### src/rtl/px7_pkg.sv
package px7_pkg;

  // Word bit that feeds a given lane and slot (fixed scrambled map).
  function automatic int unsigned src_bit(input int unsigned lane, input int unsigned slot);
    int unsigned idx;
    idx = lane * 7 + slot;
    case (idx)
      0: return 1;   1: return 0;   2: return 7;   3: return 6;
      4: return 4;   5: return 3;   6: return 2;
      7: return 9;   8: return 8;   9: return 18;  10: return 15;
      11: return 14; 12: return 13; 13: return 12;
      14: return 20; 15: return 19; 16: return 26; 17: return 25;
      18: return 24; 19: return 22; 20: return 21;
      21: return 5;  22: return 27; 23: return 23; 24: return 17;
      25: return 16; 26: return 11; 27: return 10;
      default: return 0;
    endcase
  endfunction

  // Framing clock level for a slot index.
  function automatic logic frame_level(input int unsigned slot, input int unsigned high_slots);
    return slot < high_slots;
  endfunction

endpackage

### src/rtl/px7_edge_sync.sv
module px7_edge_sync #(
  parameter int STAGES = 2
) (
  input  logic clk,
  input  logic run_en,
  input  logic pix_clk,
  input  logic rise_sel,
  output logic load_stb
);
  logic [STAGES:0] chain;
  logic new_lvl, old_lvl;

  always_ff @(posedge clk or negedge run_en) begin
    if (!run_en) chain <= '0;
    else         chain <= {chain[STAGES-1:0], pix_clk};
  end

  assign new_lvl  = chain[STAGES-1];
  assign old_lvl  = chain[STAGES];
  assign load_stb = (new_lvl != old_lvl) && (new_lvl == rise_sel);

  // one pixel-clock edge yields a single-cycle strobe
  assert_single_strobe_R7: assert property (@(posedge clk) disable iff (!run_en)
    load_stb |=> !load_stb);

endmodule

### src/rtl/px7_slot_map.sv
module px7_slot_map #(
  parameter int LANES = 4,
  parameter int SLOTS = 7
) (
  input  logic [LANES*SLOTS-1:0]        word,
  output logic [LANES-1:0][SLOTS-1:0]   slices
);
  for (genvar l = 0; l < LANES; l++) begin : g_lane
    for (genvar s = 0; s < SLOTS; s++) begin : g_slot
      assign slices[l][s] = word[px7_pkg::src_bit(l, s)];
    end
  end
endmodule

### src/rtl/px7_lane_shift.sv
module px7_lane_shift #(
  parameter int LANES     = 4,
  parameter int SLOTS     = 7,
  parameter int CLK_HIGH  = 4,
  localparam int PH_W     = $clog2(SLOTS)
) (
  input  logic                          clk,
  input  logic                          run_en,
  input  logic                          load_stb,
  input  logic [LANES-1:0][SLOTS-1:0]   slices,
  output logic [LANES-1:0]              lane_out,
  output logic                          clk_out,
  output logic                          locked
);
  logic [LANES-1:0][SLOTS-1:0] hold, src;
  logic [PH_W-1:0]             phase, sel_ph, next_ph;
  logic [LANES-1:0]            bits;
  logic                        active;

  always_comb begin
    sel_ph  = load_stb ? '0 : phase;
    src     = load_stb ? slices : hold;
    active  = load_stb | locked;
    next_ph = (sel_ph == PH_W'(SLOTS - 1)) ? '0 : sel_ph + PH_W'(1);
    for (int l = 0; l < LANES; l++) bits[l] = src[l][sel_ph];
  end

  always_ff @(posedge clk or negedge run_en) begin
    if (!run_en) begin
      hold     <= '0;
      phase    <= '0;
      lane_out <= '0;
      clk_out  <= 1'b0;
      locked   <= 1'b0;
    end else begin
      hold     <= src;
      phase    <= next_ph;
      lane_out <= active ? bits : '0;
      clk_out  <= active && px7_pkg::frame_level(int'(sel_ph), CLK_HIGH);
      locked   <= active;
    end
  end

  // shutdown keeps all outputs quiet
  assert_quiet_off_R5: assert property (@(posedge clk)
    !run_en |-> (lane_out == '0 && !clk_out && !locked));

  // nothing leaves before the first load
  assert_idle_zero_R6: assert property (@(posedge clk) disable iff (!run_en)
    !locked |-> (lane_out == '0 && !clk_out));

  // a load drives slot 0 with the framing clock high on the next edge
  assert_load_slot0_R7: assert property (@(posedge clk) disable iff (!run_en)
    load_stb |=> (clk_out && locked));

  // framing clock high phase spans four bit cycles
  assert_clk_width_R2: assert property (@(posedge clk) disable iff (!run_en)
    $fell(clk_out) |-> ($past(clk_out, 4) && !$past(clk_out, 5)));

endmodule

### src/rtl/px7_serializer.sv
module px7_serializer #(
  parameter int LANES       = 4,
  parameter int SLOTS       = 7,
  parameter int SYNC_STAGES = 2,
  parameter int CLK_HIGH    = 4,
  localparam int WORD_W     = LANES * SLOTS
) (
  input  logic              clk,
  input  logic              run_en,
  input  logic              pix_clk,
  input  logic              rise_sel,
  input  logic [WORD_W-1:0] pix_word,
  output logic [LANES-1:0]  lane_out,
  output logic              clk_out,
  output logic              locked
);
  logic                        load_stb;
  logic [LANES-1:0][SLOTS-1:0] slices;

  px7_edge_sync #(.STAGES(SYNC_STAGES)) u_sync (
    .clk(clk), .run_en(run_en), .pix_clk(pix_clk), .rise_sel(rise_sel), .load_stb(load_stb)
  );

  px7_slot_map #(.LANES(LANES), .SLOTS(SLOTS)) u_map (
    .word(pix_word), .slices(slices)
  );

  px7_lane_shift #(.LANES(LANES), .SLOTS(SLOTS), .CLK_HIGH(CLK_HIGH)) u_shift (
    .clk(clk), .run_en(run_en), .load_stb(load_stb), .slices(slices),
    .lane_out(lane_out), .clk_out(clk_out), .locked(locked)
  );
endmodule

### config.mk
export PLATFORM = sky130hd
export DESIGN_NAME = px7_serializer
export DESIGN_NICKNAME = d
export VERILOG_FILES = /design/src/rtl/px7_pkg.sv /design/src/rtl/px7_edge_sync.sv /design/src/rtl/px7_slot_map.sv /design/src/rtl/px7_lane_shift.sv /design/src/rtl/px7_serializer.sv
export SDC_FILE = /design/constraint.sdc
export NUM_CORES = 1
export LEC_CHECK = 0
export BUFFER_PORTS_ARGS = -buffer_cell sky130_fd_sc_hd__buf_2
export CAP_MARGIN = 20
export CORE_MARGIN = 2
export CORE_UTILIZATION = 57
export DETAILED_ROUTE_END_ITERATION = 7
export MAX_ROUTING_LAYER = met4
export PLACE_DENSITY_LB_ADDON = 0.15
export SYNTH_ARGS = -nofsm -noshare
export SYNTH_HDL_FRONTEND = slang
export SYNTH_SLANG_ARGS = --single-unit
export TNS_END_PERCENT = 30
### constraint.sdc
create_clock -name clk -period 3 [get_ports clk]
set_input_delay 0 -clock clk [delete_from_list [all_inputs] [get_ports clk]]
set_output_delay 0 -clock clk [all_outputs]
set_load 0.01 [all_outputs]
### Word-level counts from Yosys, hierarchy flattened

Index checks and enable logic that the tools add are counted.

| cells by class | value |
|---|---|
| add/subtract/negate cells | 1 |
| multiply operators | 0 |
| div/mod/pow operators | 0 |
| $lt $le $gt $ge | 2 |
| equality and inequality tests | 3 |
| shift operators | 0 |
| mux-type cells | 12 |
| bitwise logic cells | 1 |
| reduce and logical (&&, ||, !) cells | 2 |

Operators with widths:

| cell | count |
|---|---|
| 28-bit two-way mux | 1 |
| 1-bit binary-select mux with 3-bit select | 4 |
| 3-bit two-way mux | 2 |
| 3-bit by 4-bit < comparator with 1-bit output, second input constant | 1 |
| 1-bit two-way mux | 4 |
| 4-bit two-way mux | 1 |
| 3-bit by 1-bit adder with 3-bit output, second input constant | 1 |
| 3-bit == test, second input constant | 1 |
| 3-bit < comparator, second input constant | 1 |
| 1-bit logical AND | 2 |
| 1-bit == test | 1 |
| 1-bit != test | 1 |
| 1-bit bitwise OR | 1 |

| word-level totals | value |
|---|---|
| flip-flop bits (word level) | 40 |
| bits in latches | 0 |
| memory bits (writable) | 0 |
| ROM bits | 0 |
| input port bits | 32 |
| word-level logic and storage cells | 30 |
| memories | 0 |

### Logic depth before layout (Yosys ltp)

Gate-level depths: netlist of run 1.

| depth | value |
|---|---|
| depth after elaboration | 6 |
| gate-level depth with buffers | 5 |
| gate-level depth less buffers | 4 |

### By module

Synthesis of run 1 repeated with hierarchy kept, for this count alone.

| second synthesis, totals | value |
|---|---|
| cells, all modules | 159 |
| area, all modules | 1,953.1 µm² |

Modules (own cells, without submodules):

| module | times used | cells an instance | area an instance (µm²) | sequential area each (µm²) |
|---|---|---|---|---|
| px7_lane_shift | 1 | 125 | 1,645.3 | 925.9 |
| px7_slot_map | 1 | 28 | 210.2 | 0.0 |
| px7_edge_sync | 1 | 6 | 97.6 | 75.1 |

### Least setup slack after synthesis of run 1

Ideal clock, no wire load.

| path | value |
|---|---|
| kind | reg2reg |
| from | register u_sync.chain[1] |
| to | register u_shift.lane_out[2] |
| library setup time | 121 ps |
| arrival | 1,114 ps |
| data required time | 2,879 ps |
| slack | 1,764 ps |
| cell stages (with the launch flop) | 5 |
| cell sequence | dfrtp_1 > nand2b_2 > o22ai_4 > nor2_2 > a32o_1 |

| between the ends | value |
|---|---|
| word-level cells in the longest chain between the ends | 6 |
| elaborated cells between the ends (all ways) | 9 |

RTL lines:

| what | RTL line | text |
|---|---|---|
| start, declared | px7_edge_sync.sv:10 | `logic [STAGES:0] chain;` |
| start signal, assigned | px7_edge_sync.sv:15 | `else chain <= {chain[STAGES-1:0], pix_clk};` |
| 1-bit != test / 1-bit == test (equally long branches) | px7_edge_sync.sv:20 | `assign load_stb = (new_lvl != old_lvl) && (new_lvl == rise_sel);` |
| 1-bit logical AND (*) | px7_edge_sync.sv:20 |  |
| 28-bit two-way mux / 3-bit two-way mux (equally long branches) | px7_lane_shift.sv:22, px7_lane_shift.sv:21 |  |
| 1-bit binary-select mux with 3-bit select | px7_lane_shift.sv:25 | `for (int l = 0; l < LANES; l++) bits[l] = src[l][sel_ph];` |
| 1-bit two-way mux (not written as such) | px7_lane_shift.sv:25 |  |
| 4-bit two-way mux (*) | px7_lane_shift.sv:38 | `lane_out <= active ? bits : '0;` |
| end signal, assigned | px7_lane_shift.sv:38 |  |
| end, declared | px7_lane_shift.sv:11 | `output logic [LANES-1:0] lane_out,` |

Mark *: on every way between the ends. The rest lies on a longest branch, timed or not. The select of a mux whose other input is x is not followed.

### Final worst setup path of run 1

| path | value |
|---|---|
| from | register u_shift.phase[0] |
| to | register u_shift.lane_out[0] |

| between the ends | value |
|---|---|
| word-level cells in the longest chain between the ends | 4 |

RTL lines:

| what | RTL line | text |
|---|---|---|
| start, declared | px7_lane_shift.sv:16 | `logic [PH_W-1:0] phase, sel_ph, next_ph;` |
| start signal, assigned | px7_lane_shift.sv:37 | `phase <= next_ph;` |
| 3-bit two-way mux | px7_lane_shift.sv:21 | `sel_ph = load_stb ? '0 : phase;` |
| 1-bit binary-select mux with 3-bit select | px7_lane_shift.sv:25 |  |
| 1-bit two-way mux (not written as such) | px7_lane_shift.sv:25 |  |
| 4-bit two-way mux | px7_lane_shift.sv:38 |  |

Every way passes these cells. The select of a mux whose other input is x is not followed.

==> impl_results.md, run 1 <==
- Outcome: completed
- Synthesized instance count: around 180
- Setup slack, reg-to-reg: between 1 and 1.5 ns
- Sw frac: between 30% and 40%
- TritonCTS clock tree: yes
- Clk pwr share: approximately 16%
- Synth cell count leaders: nand2_1 (86), dfrtp_1 (40), mux2i_1 (10), o21ai_0 (6)
- TNS Setup: 0 ns
- H-tree Lvls: 2
- Routed wire length: roughly 3600 um
- GRT overflow: 0
- Worst slack, placed: 1.244 ns
- Port buffer count: 37
- DR pass1 iterations: 4
- Slew HR: approximately 40%
- Top delay family on crit path: flip-flops
- CP Buf/Inv Count: 0
- CP startpoint: u_shift.phase[0]$_DFF_PN0_
- Worst Hold Class: input pin to flop
- Initial Util: between 50 and 60%
- Worst-Margin Slew: roughly 0.9 ns
- Synth warn: 0
- Clock root buffer: clkbuf_4
- # setup viols final: 0
- Peak Freq: approximately 560 MHz
- Worst VDD drop: around 0.35 mV
- Fin nets: 280
- Crit-path cells: mux2i_1 > o22ai_1 > a221oi_1 > o21ai_1
- Clock Skew: roughly 0.0062 ns
- Crit path time final: approximately 1.8 ns
- Hold Vio Cnt, Final: 0
- CTS sink cnt: 40
- R2R Path Start: u_shift.phase[0]$_DFF_PN0_
- Setup WS post-layout: roughly 1.2 ns
- Post-synth top area cell: dfrtp_1
- First-pass GRT wire length: around 5700 um
- R2r endpoint: u_shift.lane_out[0]$_DFF_PN0_
- Hold Path End: u_shift.phase[1]$_DFF_PN0_
- Worst EP required: 3.23 ns
- Seq pwr share: between 50% and 60%
- Crit path launch type: flop
- Crit Path Category: flop to flop
- HP Start: rise_sel
- MaxCap Viol Count: 0
- Logic pwr share: between 20% and 30%
- I/O Pins: 38
- CTS clock-pin slew for the worst setup and hold paths: about 0.10 ns
- Syn_area_per_cell: approximately 9.6 um^2
- CP arrival: between 2 and 2.5 ns
- GRT Total Usage: 22.53%
- Crit-path max cell delay: between 0.9 and 1 ns
- Pint: 0.0009443 W
- Drt first-iter violations: 44
- Max-slew violation count: 0
- DRT antenna net count: 0
- Ys flop type: dfrtp_1
- Unique masters post-synth: 27
- Post-Syn Nets: roughly 220
- Seq cells post-synth: 40
- Hold depth: 3
- Routability cong.: 0.8116
- Syn-to-layout area delta: 27.99%
- Initial antenna violation count: 0
- Leakage: between 1 and 1.5 nW
- Die Ht: 59.66 um
- N_diodes: 0
- Top-area cell type share of the netlist area: between 50% and 60%
- Switching power of the nets: around 0.00046 W
- Core Rows: 20
- CTS buffer count: 5
- Largest cells by area after synthesis: dfrtp_1 (57%), nand2_1 (18%), mux2i_1 (5.7%)
- Utilization after layout: between 70 and 80%
- Vias per cell: 5.118
- Max Root-Sink Buffers: 2
- DRC viols: 0
- Crit path capture type: flop
- Mapped Area: around 1800 um^2
- Worst path slowest cell: dfrtp_1
- Most frequent cell after synthesis: nand2_1
- Fin crit share: 59.37%
- Die Area: 3559 um^2
- Die width: roughly 60 um
- Routed len/inst: between 10 and 15 um
- Critical path fanouts, max: 22
- Area of the core: about 3000 um^2
- Via count: ~1400
- Largest net degree at the start of global routing: 41
- R2R cell count: 4
- RSZ-0062 raised after global routing: no
- Post-CTS Setup Repair Bufs: 0
- Dpl hpwl: 2217 um
- Skew-Pair Late Insertion Delay: approximately 0.34 ns
- Share of layout cells above drive strength 1: around a fifth
- Post-synth EDFFs: 0
- Sequential area share after synthesis: approximately 57%
- Power Dens Cells: 620.3 nW/um^2
- Vias in the first global route: between 1000 and 1500
- Synth async-reset ratio: 100.0%
## metrics by stage
step / power (W) / cells / hold slack [ns] / instance area (um^2)
6_report: 0.001402 / 279 / 0.2307 / 2260
5_1_grt: 0.001499 / 279 / 0.2722 / 2260
4_1_cts: 0.001410 / 279 / 0.2381 / 2260
3_5_place_dp: 0.001151 / 244 / 0.1096 / 1922
3_3_place_gp: 0.001130 / 244 / 0.1100 / 1922
2_1_floorplan: 0.001048 / 183 / -0.2956 / 1765
## worst max path at each step
stage	depth (start not counted)	to	slack, ns
after floorplan	4	u_shift.lane_out[2]$_DFF_PN0_	1.76
after global placement	4	u_shift.lane_out[0]$_DFF_PN0_	1.33
after detailed placement	4	u_shift.lane_out[2]$_DFF_PN0_	1.24
after CTS	4	u_shift.lane_out[2]$_DFF_PN0_	1.23
after global routing	4	u_shift.lane_out[0]$_DFF_PN0_	1.09
final	4	u_shift.lane_out[0]$_DFF_PN0_	1.22
## power by group through the flow
stage	clock network (W)	logic (W)	registers, W
6_report	0.000230	0.000407	0.000764
3_3_place_gp	0	0.000361	0.000769
3_5_place_dp	0	0.000379	0.000773
2_1_floorplan	0	0.000323	0.000724
4_1_cts	0.000239	0.000409	0.000762
5_1_grt	0.000263	0.000455	0.000780
## area by class of cell
class / count / area (um^2)
multi-input cells: 131 / 683.2
flip-flops and latches: 40 / 1001
inverters: 3 / 11.26
clock buffers: 5 / 37.54
repair buffers: 67 / 485.5
well taps: 33 / 41.29
fillers: 239 / 743.2
## tightest hold or removal path, stage by stage
cell and delay (ns):
buf_2 0.12, o22ai_4 0.24, nor2_1 0.16
## cells by family after synthesis
logic type | synth area share (%)
AOI/OAI and AO/OA | 9.355
muxes | 5.670
and+or+nand+nor | 23.67
buffers and inverters | 4.606
DFF | 56.70
## timing repair
item / in CTS / in global routing
setup endpoints to repair: 0 / 0
hold buffers: 30 / 0
resized for setup: 0 / 0
endpoints found under the hold margin: 73 / 0
## cell usage in the layout, fill, tap and decap left out
master	instances
mux2i_1	10
nor2b_1	2
buf_2	37
nor2b_4	1
o22a_2	1
o21ai_1	2
nand2b_2	1
o211ai_1	1
nor2_2	1
o22ai_4	1
a32o_1	2
and2_4	1
dfrtp_1	40
a21oi_1	2
nand2_1	86
o21ai_0	6
a22oi_1	2
clkbuf_4	5
nand2b_4	1
a221oi_1	2
inv_1	3
nand2b_1	2
nand3b_1	1
dlygate4sd3_1	30
a211oi_2	1
nor2_1	3
o22ai_1	2
## metal layers
metal / wire length, um / vias up / GRT usage (%)
met1: 1605 / 656 / 27.16
li1: - / 720 / -
met5: 0 / - / -
met2: 1728 / 46 / 36.18
met4: 48 / 0 / 7.619
met3: 185 / 6 / 6.710
## state kept, by name (all words and copies together) (netlist names)
| signal | count |
|---|---|
| u_shift.clk_out | 1 |
| u_shift.hold | 28 |
| u_shift.lane_out | 4 |
| u_shift.locked | 1 |
| u_shift.phase | 3 |
| u_sync.chain | 3 |
No activity file was read; power rests on OpenSTA's default activity.
==> inputs of run 2 (changes only) <==
Settings changed: CORE_UTILIZATION 57 to 53.
Clock period 3 ns to 1.8 ns, I/O delays scaled along.
==> run 2 against run 1 <==
  * Total power up 87%
  * Via count increased by 1.3%
  * Clock-buffer cell count grew 2
  * Design area increased by 4.5%
  * Critical path type unchanged
  * Largest cell class unchanged
  * Highest routed layer unchanged
==> impl_results.md, run 2 (synthesized netlist as in run 1, its figures left out) <==
- CTS clock-pin slew for the worst setup and hold paths: 0.11 ns (about the same)
- CTS sink cnt: 40 (unchanged)
- CP Buf/Inv Count: 1 (+1)
- Largest regs: u_shift.hold: 28 flops, u_shift.lane_out: 4 flops
- Die Ht: 61.72 um (+3.5%)
- CTS buffer count: 5 (unchanged)
- N_diodes: 0 (unchanged)
- Seq pwr share: 46.7% (-7.8 points)
- Pint: 0.001827 W (+93%)
- Area of the core: 3103 um^2 (+3.3%)
- Worst slack, placed: 0.3022 ns (-0.9419 ns)
- Power Dens Cells: 1109 nW/um^2 (+79%)
- Port buffer count: 37 (unchanged)
- H-tree Lvls: 2 (unchanged)
- Sw frac: 30.19% (-2.4 points)
- Worst VDD drop: 0.6843 mV (+94%)
- Fin nets: 284 (+1.4%)
- Utilization after layout: 76.09% (+0.84 points)
- Placed Instances: 259 (+6.1%)
- Routed len/inst: 12.05 um (-5.8%)
- TNS Setup: 0 ns (unchanged)
- Crit path capture type: flop
- Setup WS post-layout: 0.2763 ns (-0.9426 ns)
- Drt first-iter violations: 68 (+55%)
- R2r endpoint: u_shift.lane_out[2]$_DFF_PN0_
- Post-CTS Setup Repair Bufs: 0 (unchanged)
- Crit-path cells: buf_4 > mux2i_1 > a22oi_1 > a32o_1
- Switching power of the nets: 0.0007903 W (+73%)
- GRT overflow: 0 (unchanged)
- Crit Path Category: flop to flop
- Core Rows: 20 (unchanged)
- Vias in the first global route: 1328 (-1.7%)
- # setup viols final: 0 (unchanged)
- Top delay family on crit path: flip-flops
- Vias per cell: 4.869 (-4.9%)
- Outcome: completed
- Crit-path max cell delay: 0.53 ns (-0.42 ns)
- Largest net degree at the start of global routing: 41 (unchanged)
- Setup slack, reg-to-reg: 0.28 ns (-0.94 ns)
- Crit path time final: 1.524 ns (-0.2574 ns)
- Fin cells: 297 (+6.5%)
- Die width: 61.72 um (+3.5%)
- Worst-Margin Slew: 0.8491 ns (-0.04874 ns)
- Via count: 1446 (+1.3%)
- Hold Vio Cnt, Final: 0 (unchanged)
- Initial Util: 56.90% (-1.9 points)
- MaxCap Viol Count: 0 (unchanged)
- Hold Path End: u_shift.phase[1]$_DFF_PN0_
- Max-slew violation count: 0 (unchanged)
- Worst EP required: 2.04 ns (-1.19 ns)
- DRT antenna net count: 0 (unchanged)
- Die Area: 3809 um^2 (+7.0%)
- RSZ-0062 raised after global routing: no
- Fin crit share: 84.65% (+25 points)
- HP Start: rise_sel
- Routed wire length: 3578 um (+0.31%)
- Slew HR: 43.39% (+3.2 points)
- R2R cell count: 4 (unchanged)
- DRC viols: 0 (unchanged)
- Share of layout cells above drive strength 1: 22.53% (+2.2 points)
- Leakage: 1.215 nW (+4.2%)
- Worst path slowest cell: dfrtp_1
- DR pass1 iterations: 4 (unchanged)
- Peak Freq: 656.3 MHz (+17%)
- Initial antenna violation count: 0 (unchanged)
- Logic pwr share: 28.6% (-0.4 points)
- Critical path fanouts, max: 16 (-27%)
- Cts repair resizes: 0 (unchanged)
- TritonCTS clock tree: yes
- Most frequent cells in the layout: nand2_1 (86), dfrtp_1 (40), buf_2 (37)
- Worst Hold Class: input pin to flop
- Fillers: 237 (-0.84%)
- Max Root-Sink Buffers: 2 (unchanged)
- GRT Total Usage: 21.83% (-0.70 points)
- First-pass GRT wire length: 5816 um (+1.4%)
- R2R Path Start: u_shift.phase[0]$_DFF_PN0_
- Dpl hpwl: 2353 um (+6.1%)
- Max reg flops: 28 (unchanged)
- Routability cong.: 0.8106 (-0.12%)
- Skew-Pair Late Insertion Delay: 0.34 ns (about the same)
- I/O Pins: 38 (unchanged)
- Biggest register: u_shift.hold
- Clk pwr share: 24.7% (+8.3 points)
- Crit path launch type: flop
- Clock Skew: 0.002118 ns (-0.004035 ns)
- Leading cell type in the layout, fill and taps excluded: nand2_1
- Hold depth: 3 (unchanged)
- Syn-to-layout area delta: 33.73%
- Clock root buffer: clkbuf_4
- CP arrival: 1.76 ns (-0.25 ns)
- Hold buffers post-CTS: 30 (unchanged)
==> run 2: changes by cell type in the layout (fill, tap and decap cells not counted), sizes merged <==
| cell | change |
|---|---|
| buf | +4 |
| bufinv | +1 |
| clkbuf | +2 |
==> run 2: area by class of cell <==
class / count / area (um^2) / share of cell area [%]
Clock buffer: 7 / 65.06 / 2.756
Clock inverter: 1 / 30.03 / 1.272
Inverter: 3 / 11.26 / 0.4769
Multi-Input combinational cell: 131 / 683.2 / 28.93
Sequential cell: 40 / 1001 / 42.40
Tap cell: 44 / 55.05 / 2.332
Timing Repair Buffer: 71 / 515.5 / 21.83
==> run 2: worst min-delay path, delay by kind of cell <==
kind            cells  cell delay, ns
simple gates        1            0.11
buf+inv             1            0.13
compound gates      1            0.12
==> run 2: how the worst max path moves through the flow <==
| stage | start | endpoint | slack, ns | cells after the start |
|---|---|---|---|---|
| CTS | u_shift.phase[0]$_DFF_PN0_ | u_shift.lane_out[2]$_DFF_PN0_ | 0.28 | 4 |
| global placement | u_shift.phase[0]$_DFF_PN0_ | u_shift.lane_out[2]$_DFF_PN0_ | 0.38 | 4 |
| floorplan | u_sync.chain[1]$_DFF_PN0_ | u_shift.lane_out[2]$_DFF_PN0_ | 0.56 | 4 |
| global route | u_shift.phase[0]$_DFF_PN0_ | u_shift.lane_out[2]$_DFF_PN0_ | 0.20 | 4 |
| detailed placement | u_shift.phase[0]$_DFF_PN0_ | u_shift.lane_out[2]$_DFF_PN0_ | 0.30 | 4 |
| finish | u_shift.phase[0]$_DFF_PN0_ | u_shift.lane_out[2]$_DFF_PN0_ | 0.28 | 4 |
==> run 2: metal layers <==
layer	global-route usage, %	vias up	wire length [um]
li1	-	732	-
met1	27.91	661	1625
met2	34.59	49	1735
met3	6.211	4	188
met4	5.471	0	28
met5	-	-	0
==> run 2: power by group through the flow <==
stage / clock (W) / combinational [W] / sequential [W]
after global routing: 0.000706 / 0.000837 / 0.00124
after CTS: 0.000659 / 0.000745 / 0.00122
after detailed placement: 0 / 0.000693 / 0.00124
after global placement: 0 / 0.000666 / 0.00124
final: 0.000646 / 0.000748 / 0.00122
after floorplan: 0 / 0.000539 / 0.00121
==> run 2: metrics by stage <==
step                      cell area [um^2]  hold WS [ns]  power, W
after floorplan                       1765       -0.2956  0.001746
after global placement                1966        0.1100  0.001901
after detailed placement              1966        0.1099  0.001933
after CTS                             2361       0.04797  0.002627
after global routing                  2361       0.08279  0.002786
final                                 2361       0.05903  0.002617
==> inputs of run 3 (changes only) <==
Settings changed: ABC_AREA from default to 1, CORE_UTILIZATION 53 to 49.
Clock period 1.8 ns to 1.3 ns, I/O delays scaled along.
==> run 3 against run 2 <==
  * The run now ends with negative setup slack left
  * Register-to-register slack got worse by 0.52 ns
  * Critical path depth increased by 8
  * Global-route usage increased by 2.8 points
  * Non-clock buffer count increased by 19
  * Critical endpoint is now u_shift.lane_out[0]$_DFF_PN0_
==> impl_results.md, run 3 <==
- Initial antenna violation count: 0 (unchanged)
- Hold slack: 0.01797 ns (-0.04106 ns)
- Core Rows: 22 (+10%)
- Xor/xnor share of the synthesized area: 0% (unchanged)
- Largest cells by area after synthesis: dfrtp_1 (52%), nand2_1 (17%), inv_1 (8.9%)
- Worst Hold Class: input pin to flop
- Drt first-iter violations: 91 (+34%)
- Post-synth top area cell: dfrtp_1
- First-pass GRT wire length: 8017 um (+38%)
- H-tree Lvls: 2 (unchanged)
- Clock Skew: 0.005930 ns (+0.003812 ns)
- Syn-to-layout area delta: 43.94%
- Mapped Area: 1939 um^2 (+9.9%)
- Sequential area share after synthesis: 51.61% (-5.1 points)
- Most frequent cell after synthesis: nand2_1
- CP Buf/Inv Count: 3 (+2)
- Routed wire length: 4593 um (+28%)
- Routed len/inst: 11.54 um (-4.2%)
- Largest net degree at the start of global routing: 23 (-44%)
- Critical path fanouts, max: 4 (-12)
- Detail Route met2 WL: 2262 um (+30%)
- Crit path launch type: flop
- GRT Total Usage: 24.66% (+2.8 points)
- Hold Vio Cnt, Final: 0 (unchanged)
- Post-synthesis mux area share: 0% (-5.7 points)
- Crit Path Category: flop to flop
- CTS clock-pin slew for the worst setup and hold paths: 0.08 ns (-0.03 ns)
- CP arrival: 1.73 ns (-0.03 ns)
- Crit-path max cell delay: 0.40 ns (-0.13 ns)
- Met1 Wirelength: 2077 um (+28%)
- Largest regs: u_shift.hold: 28 flops, u_shift.lane_out: 4 flops
- Die Ht: 66.91 um (+8.4%)
- Worst-Margin Slew: 0.4433 ns (-0.4058 ns)
- Vias per cell: 4.628 (-4.9%)
- DRC viols: 0 (unchanged)
- Crit path capture type: flop
- Share of layout cells above drive strength 1: 29.71% (+7.2 points)
- Failing checks: negative setup slack
- Switching power of the nets: 0.001225 W (+55%)
- Die Area: 4477 um^2 (+18%)
- Fin crit share: 118.9% (+34 points)
- Logic pwr share: 34.5% (+5.9 points)
- Outcome: complete, but fails checks
- Max-slew violation count: 0 (unchanged)
- Placed Instances: 368 (+42%)
- Ys flop type: dfrtp_1
- Seq cells post-synth: 40 (unchanged)
- Fillers: 296 (+25%)
- Sw frac: 32.90% (+2.7 points)
- Initial Util: 51.80% (-5.1 points)
- Vias in the first global route: 1880 (+42%)
- Synth cell count leaders: nand2_1 (89), inv_1 (46), dfrtp_1 (40), nor2_1 (30), nand3_1 (21)
- Fin cells: 398 (+34%)
- Fin nets: 381 (+34%)
- Crit path time final: 1.546 ns (+0.02246 ns)
- Worst path slowest cell: dfrtp_1
- Worst EP required: 1.49 ns (-0.55 ns)
- Leakage: 1.625 nW (+34%)
- Syn_area_per_cell: 7.459 um^2 (-23%)
- Post-synth EDFFs: 0 (unchanged)
- DRT antenna net count: 0 (unchanged)
- MaxCap Viol Count: 0 (unchanged)
- Top delay family on crit path: simple AND/OR/NAND/NOR gates
- RSZ-0062 raised after global routing: yes
- Skew-Pair Late Insertion Delay: 0.29 ns (-0.05 ns)
- Most used cell, CP: nor2_1
- Post-Syn Nets: 292 (+36%)
- Max reg flops: 28 (unchanged)
- CTS sink cnt: 40 (unchanged)
- CTS buffer count: 5 (unchanged)
- Crit-path cells: inv_1 > nand2_1 > nand2_2 > buf_6 > buf_6 > nand3_1 > nand2_2 > nor2_1 > nor2_1 > nor2_1 > nor2_1 > nor2_1
- Pint: 0.002498 W (+37%)
- Synth async-reset ratio: 100.0% (unchanged)
- Port buffer count: 37 (unchanged)
- Simple logic cell fraction of the synthesized area: 34.39% (+11 points)
- I/O Pins: 38 (unchanged)
- Biggest register: u_shift.hold
- # setup viols final: 23 (+23)
- GRT overflow: 0 (unchanged)
- Clk pwr share: 23.1% (-1.6 points)
- Synth Area in Adders: 0% (unchanged)
- Via count: 1842 (+27%)
- Dpl hpwl: 3136 um (+33%)
- Routability cong.: 0.7698 (-5.0%)
- Uppermost routed layer: met4
- Synth Area in Compound Gates: 2.065% (-7.3 points)
- Clock root buffer: clkbuf_8
- Synthesized instance count: 260 (+42%)
- TritonCTS clock tree: yes
- Synth warn: 0 (unchanged)
- Most frequent cells in the layout: nand2_1 (79), inv_1 (45), dfrtp_1 (40)
- Slew HR: 70.45% (+27 points)
- Seq pwr share: 42.4% (-4.3 points)
- Largest family of logic cells by synthesized area: simple AND/OR/NAND/NOR gates
- Worst VDD drop: 0.8586 mV (+25%)
- Top-area cell type share of the netlist area: 51.61% (-5.1 points)
- Setup WS post-layout: -0.2462 ns (-0.5225 ns)
- Leading cell type in the layout, fill and taps excluded: nand2_1
- Area of the core: 3744 um^2 (+21%)
- DR pass1 iterations: 4 (unchanged)
- Die width: 66.91 um (+8.4%)
- Unique masters post-synth: 15 (-44%)
- Met3 Wirelength: 184 um (-2.1%)
- Power Dens Cells: 1334 nW/um^2 (+20%)
- Peak Freq: 646.8 MHz (-1.5%)
- N_diodes: 0 (unchanged)
- Max Root-Sink Buffers: 2 (unchanged)
## run 3: timing repair
action / CTS / global route
endpoints found under the hold margin: 50 / 0
hold buffers: 11 / 0
resized for setup: 15 / 15
buffers inserted: 8 / 2
setup endpoints to repair: 14 / 31
gates cloned: 0 / 1
pin swaps: 13 / 16
## run 3: cells by family after synthesis
kind of cell / Yosys count
AOI/OAI and AO/OA: 7
buffers and inverters: 57
DFF: 40
and+or+nand+nor: 156
## run 3: path summary, 6_finish.rpt
path / slack (ns) / from / endpoint / cells after the start
setup reg to reg: -0.25 / u_sync.chain[2]$_DFF_PN0_ / u_shift.lane_out[0]$_DFF_PN0_ / 12
hold / removal: 0.02 / pix_word[7] / u_shift.hold[2]$_DFF_PN0_ / 4
max in group asynchronous: 0.66 / run_en / u_shift.hold[27]$_DFF_PN0_ / 3
min in group asynchronous: 0.18 / run_en / u_sync.chain[0]$_DFF_PN0_ / 2
setup / recovery: -0.25 / u_sync.chain[2]$_DFF_PN0_ / u_shift.lane_out[0]$_DFF_PN0_ / 12
hold reg to reg: 0.35 / u_sync.chain[0]$_DFF_PN0_ / u_sync.chain[1]$_DFF_PN0_ / 0
## run 3: power groups by stage
stage                     Clock [W]  Combinational [W]  Sequential, W
after floorplan                   0           0.000618        0.00163
after global placement            0            0.00111        0.00159
after detailed placement          0            0.00112        0.00160
after CTS                  0.000886            0.00122        0.00158
after global routing       0.000931            0.00145        0.00161
final                      0.000860            0.00129        0.00158
## run 3: metal layers
layer | vias to the layer above | GRT usage, %
met3 | 7 | 5.068
met1 | 849 | 29.08
met4 | 0 | 8.163
li1 | 949 | -
met2 | 37 | 42.13
met5 | - | -
## run 3: cell type report
cell class	count	area (um^2)	share of cell area, %
sequential	40	1001	35.86
clock buffer	8	90.09	3.227
multi-input combinational	163	747.0	26.76
inverter	49	186.4	6.679
timing repair buffer	90	706.9	25.32
tap	48	60.06	2.151
## run 3: metrics by stage
step                setup slack [ns]  setup TNS (ns)  utilization, %  power, W  cell area, um^2
floorplan                    0.03728               0               -  0.002244             1939
global placement             -0.2456         -0.7299           64.30  0.002700             2407
detailed placement           -0.2547         -0.9664           64.30  0.002717             2407
CTS                          -0.1723         -0.8854           72.63  0.003686             2719
global route                 -0.3790          -4.225           74.57  0.003985             2791
finish                       -0.2462          -1.821           74.57  0.003723             2791
## run 3: worst min-delay path, delay by kind of cell
family        cells  cell delay (ns)
simple gates      2             0.16
buf+inv           2             0.12
